`config.mk`:
```
export PLATFORM = sky130hd
export DESIGN_NAME = i2c_word_slave
export DESIGN_NICKNAME = d
export VERILOG_FILES = /design/src/rtl/i2c_word_pkg.sv /design/src/rtl/i2c_line_sync.sv /design/src/rtl/i2c_cond_det.sv /design/src/rtl/i2c_word_slave.sv
export SDC_FILE = /design/constraint.sdc
export NUM_CORES = 1
export LEC_CHECK = 0
export ABC_CLOCK_PERIOD_IN_PS = 5200
export BUFFER_PORTS_ARGS = -buffer_cell sky130_fd_sc_hd__buf_4
export CAP_MARGIN = 20
export CORE_ASPECT_RATIO = 1.25
export CORE_MARGIN = 1
export CORE_UTILIZATION = 40
export DETAILED_ROUTE_END_ITERATION = 10
export SYNTH_ARGS = -nofsm -noshare
export SYNTH_HDL_FRONTEND = slang
export SYNTH_HIERARCHICAL = 1
export SYNTH_SLANG_ARGS = --single-unit
```
`constraint.sdc`:
```
create_clock -name clk -period 5.2 [get_ports clk]
set_input_delay 1.04 -clock clk [delete_from_list [all_inputs] [get_ports clk]]
set_output_delay 1.04 -clock clk [all_outputs]
set_load 0.005 [all_outputs]
```
`src/rtl/i2c_word_pkg.sv`:
```
package i2c_word_pkg;
    localparam logic [6:0] BCAST_ADDR = 7'h73;

    typedef enum logic [2:0] {
        S_IDLE,
        S_ADDR,
        S_ADDR_ACK,
        S_DATA,
        S_DATA_ACK,
        S_SKIP,
        S_IGNORE
    } rx_state_t;
endpackage

```
`src/rtl/i2c_line_sync.sv`:
```
module i2c_line_sync #(
    parameter int WIDTH  = 2,
    parameter int STAGES = 2
) (
    input  logic             clk,
    input  logic             rst_n,
    input  logic [WIDTH-1:0] raw_in,
    output logic [WIDTH-1:0] sync_out
);
    logic [WIDTH-1:0] stage_q [STAGES];

    always_ff @(posedge clk or negedge rst_n) begin
        if (!rst_n) begin
            for (int i = 0; i < STAGES; i++) stage_q[i] <= '1;
        end else begin
            stage_q[0] <= raw_in;
            for (int i = 1; i < STAGES; i++) stage_q[i] <= stage_q[i-1];
        end
    end

    assign sync_out = stage_q[STAGES-1];
endmodule

```
`src/rtl/i2c_cond_det.sv`:
```
module i2c_cond_det (
    input  logic clk,
    input  logic rst_n,
    input  logic scl_s,
    input  logic sda_s,
    output logic start_det,
    output logic stop_det,
    output logic scl_rise,
    output logic scl_fall
);
    logic scl_d, sda_d;

    always_ff @(posedge clk or negedge rst_n) begin
        if (!rst_n) begin
            scl_d <= 1'b1;
            sda_d <= 1'b1;
        end else begin
            scl_d <= scl_s;
            sda_d <= sda_s;
        end
    end

    assign start_det = scl_s && scl_d && sda_d && !sda_s;
    assign stop_det  = scl_s && scl_d && !sda_d && sda_s;
    assign scl_rise  = scl_s && !scl_d;
    assign scl_fall  = !scl_s && scl_d;
endmodule

```
`src/rtl/i2c_word_slave.sv`:
```
module i2c_word_slave #(
    parameter int NUM_BYTES   = 3,
    parameter int SYNC_STAGES = 2
) (
    input  logic                   clk,
    input  logic                   rst_n,
    input  logic                   scl_in,
    input  logic                   sda_in,
    input  logic [6:0]             dev_addr,
    output logic                   sda_pull,
    output logic                   word_valid,
    output logic [8*NUM_BYTES-1:0] word_data
);
    import i2c_word_pkg::*;

    localparam int WORD_W = 8 * NUM_BYTES;
    localparam int BC_W   = $clog2(NUM_BYTES + 1);
    localparam logic [BC_W-1:0] BYTE_LIMIT = BC_W'(NUM_BYTES);
    localparam logic [BC_W-1:0] LAST_IDX   = BC_W'(NUM_BYTES - 1);

    logic [1:0] line_s;
    logic       scl_s, sda_s;
    logic       start_det, stop_det, scl_rise, scl_fall;

    i2c_line_sync #(.WIDTH(2), .STAGES(SYNC_STAGES)) u_sync (
        .clk      (clk),
        .rst_n    (rst_n),
        .raw_in   ({scl_in, sda_in}),
        .sync_out (line_s)
    );
    assign scl_s = line_s[1];
    assign sda_s = line_s[0];

    i2c_cond_det u_cond (
        .clk       (clk),
        .rst_n     (rst_n),
        .scl_s     (scl_s),
        .sda_s     (sda_s),
        .start_det (start_det),
        .stop_det  (stop_det),
        .scl_rise  (scl_rise),
        .scl_fall  (scl_fall)
    );

    rx_state_t         state;
    logic [3:0]        bit_cnt;
    logic [BC_W-1:0]   byte_cnt;
    logic [7:0]        addr_sh;
    logic [WORD_W-1:0] word_sh;
    logic              addr_hit;
    logic              byte_done;

    assign addr_hit  = !addr_sh[0] &&
                       ((addr_sh[7:1] == dev_addr) || (addr_sh[7:1] == BCAST_ADDR));
    assign byte_done = scl_fall && (bit_cnt == 4'd8);

    // State register, bit and byte counting, word capture
    always_ff @(posedge clk or negedge rst_n) begin
        if (!rst_n) begin
            state      <= S_IDLE;
            bit_cnt    <= '0;
            byte_cnt   <= '0;
            addr_sh    <= '0;
            word_sh    <= '0;
            word_valid <= 1'b0;
            word_data  <= '0;
        end else begin
            word_valid <= 1'b0;
            if (start_det) begin
                state    <= S_ADDR;
                bit_cnt  <= '0;
                byte_cnt <= '0;
            end else if (stop_det) begin
                state <= S_IDLE;
            end else begin
                unique case (state)
                    S_IDLE, S_IGNORE: ;
                    S_ADDR: begin
                        if (scl_rise) begin
                            addr_sh <= {addr_sh[6:0], sda_s};
                            bit_cnt <= bit_cnt + 4'd1;
                        end else if (byte_done) begin
                            state <= addr_hit ? S_ADDR_ACK : S_IGNORE;
                        end
                    end
                    S_DATA: begin
                        if (scl_rise) begin
                            word_sh <= {word_sh[WORD_W-2:0], sda_s};
                            bit_cnt <= bit_cnt + 4'd1;
                        end else if (byte_done) begin
                            if (byte_cnt < BYTE_LIMIT) begin
                                state    <= S_DATA_ACK;
                                byte_cnt <= byte_cnt + 1'b1;
                                if (byte_cnt == LAST_IDX) begin
                                    word_valid <= 1'b1;
                                    word_data  <= word_sh;
                                end
                            end else begin
                                state <= S_SKIP;
                            end
                        end
                    end
                    S_ADDR_ACK, S_DATA_ACK, S_SKIP: begin
                        if (scl_fall) begin
                            state   <= S_DATA;
                            bit_cnt <= '0;
                        end
                    end
                    default: state <= S_IDLE;
                endcase
            end
        end
    end

    // Output decode
    always_comb begin
        unique case (state)
            S_ADDR_ACK, S_DATA_ACK: sda_pull = 1'b1;
            default:                sda_pull = 1'b0;
        endcase
    end
endmodule

```
==> metrics.cfg <==
[floorplan]
fp.dieW_um = 82.9
rows = 36
die-area_um2 = 8540
boundaryPins = 37
chipHeight_um = 103
coreArea_um2 = 7880
start_util = 0.415

[synth]
netlist_instances = 215
avgSynthCellArea_um2 = 15.2
yosysTopAreaCellShare = 0.505
synth_async_sr_flop_share = 1.00
synth.distinct_cells = 44
synth_area_um2 = 3270
yosysTopAreaCell = dfrtp_1
yosys_register_bits = 72
synth_fp_nets = 230
ys.flop_type = dfrtp_1
synthTopCellsByArea = dfrtp_1 (50%), mux2_4 (18%), mux2_2 (6.5%)
synth_edf_count = 0
ys_seq_area_frac = 0.553
yosys_warnings = 6

[clock_network]
cts-buffers-inserted = 9
cts_setup_buffers = 0
root_buffer = clkbuf_8
cts_max_level = 3
cts_tree = done
cts_max_path_buffers = 2
cts_hold_buf = 0
clock-sinks = 72
cts_resized = 0
clk_pin_slew_ns = 0.08
insertion_delay_ns = 0.35

[power_and_ir_drop]
p_leak_nw = 1.97
p_int_w = 0.00101
power_switching_w = 0.000396
clock_power_share = 0.353
swShare = 0.282
power_frac_comb = 0.162
powerDensity_nw_per_um2 = 371
pwr-share-seq = 0.484
ir_drop_v = 0.000214

[worst_setup_path]
critPathKind = reg -> out
cp.depth = 3
reg2regPathDepth = 5
cp_top_family = flip-flops
cp.buffers_inverters = 1
crit_path_end_kind = primary output
slowest_delay_ns = 0.51
crit_slowest_cell = dfrtp_1
start_kind = flop
crit_required_ns = 4.16
crit_fanout = 11
cp.arrival_ns = 1.39
path_cells = nand2b_1, a21oi_1, buf_4

[drt]
postRouteAntennaNets = 0
drc = 0
avgViaCountPerCell = 5.02
dr.first_iter.drc_count = 87
drt-total-wl_um = 5280
drt_pre_antenna_iters = 5
routedWlPerCell_um = 15.0
dr_total_vias = 1768

[cells_and_area]
fin_util = 0.481
final_cell_area_um2 = 3790
fin_cells = 352
final_cell_mix = dfrtp_1 (66), mux2_4 (39), buf_4 (36)
fin_nets = 267
drive_gt1_frac = 0.482
syn_to_final_growth_pct = 15.9
n_antenna_cell = 0
layout_commonest_cell = dfrtp_1

[timing]
clock_skew_ns = 0.00930
tns_ns = 0
whs_ns = 0.363
slew_violations = 0
hold_violations = 0
fin_crit_ns = 2.43
final-setup-viol-count = 0
tightestPinTransition_ns = 0.876
rsz0062_at_grt = false
slew_headroom = 0.416
clock.fmax_ghz = 0.411
min_period_over_period = 0.468

[placement]
dpl-instance-area_um2 = 3560
io_buffers = 36
hpwlAfterDp_um = 3370
place_congestion = 0.742
placedCellCount = 336

[grt]
gr-usage-all-layers = 0.133
antenna_found_initial = 0
grt_pass1_vias = 1748
grt.overflow.total = 0
grt_pass1_wl_um = 8820
grt_max_degree = 73

[job]
drv_cap = 0

[worst_hold_path]
hp-class = reg -> reg
hold_path_depth = 0

[status]
status = finished clean

-- worst paths after layout --
path / slack (ns) / start / endpoint
setup / recovery: 2.77 / state[1]$_DFFE_PN0P_ / sda_pull
hold / removal: 0.36 / u_sync/stage_q[3]$_DFF_PN1_ / u_sync/sync_out[1]$_DFF_PN1_
setup reg to reg: 2.81 / u_cond/scl_d$_DFF_PN1_ / word_data[4]$_DFFE_PN0P_
hold reg to reg: 0.36 / u_sync/stage_q[3]$_DFF_PN1_ / u_sync/sync_out[1]$_DFF_PN1_
max in group asynchronous: 3.82 / rst_n / state[2]$_DFFE_PN0P_
min in group asynchronous: 0.80 / rst_n / word_data[17]$_DFFE_PN0P_
-- layout make-up --
type                    instances  area, um2
multi-input cells             127       1340
clock buffers                   9        124
repair buffers                 36        270
clock inverters                 7        103
well taps                      95        119
inverters                       6       22.5
flip-flops and latches         72       1810
fillers                       701       4090
-- logic make-up (layout without fill, tap and decap cells) --
logic type	Yosys count	after routing	synth area share
xor+xnor	9	9	0.0241
buf+inv	16	58	0.0360
compound gates	17	17	0.0356
fa+ha+maj	4	4	0.0153
simple gates	38	38	0.0884
flops	72	72	0.553
mux	59	59	0.248
-- per-stage QoR --
stage,setup slack (ns),total power (W)
finish,2.77,0.00141
CTS,2.75,0.00143
global route,2.71,0.00148
floorplan,3.17,0.000869
detailed placement,2.79,0.000922
global placement,2.81,0.000923
-- state kept, by name, indices dropped and copies added, names as in the netlist, 2 cells and up --
signal and count:
byte_cnt 2, u_sync/stage_q 2, addr_sh 8, u_sync/sync_out 2, bit_cnt 4, word_data 24, word_sh 24, state 3
-- layer usage --
metal | part of all wire | vias to the layer above | wire length (um) | track usage
li1 | - | 839 | - | -
met3 | 0.028 | 6 | 149 | 0.0296
met4 | 0.016 | 0 | 87 | 0.0716
met1 | 0.48 | 900 | 2520 | 0.177
met5 | 0 | - | 0 | 0
met2 | 0.48 | 23 | 2520 | 0.205
-- power groups by stage --
stage	sequential, W	combinational, W	clock (W)
after global routing	0.000691	0.000257	0.000535
after CTS	0.000681	0.000231	0.000514
after floorplan	0.000650	0.000218	0
after detailed placement	0.000691	0.000231	0
final	0.000681	0.000228	0.000497
after global placement	0.000693	0.000230	0
-- synthesized netlist by cell type, types with 4 or more instances --
cell type / instances
dfrtp_1: 66
mux2_4: 39
mux2_2: 19
xnor2_1: 9
buf_6: 6
dfstp_2: 6
inv_1: 6
nand4_1: 5
nor2_1: 5
ha_1: 4
nand2b_1: 4
(Power assumes the default switching activity.)
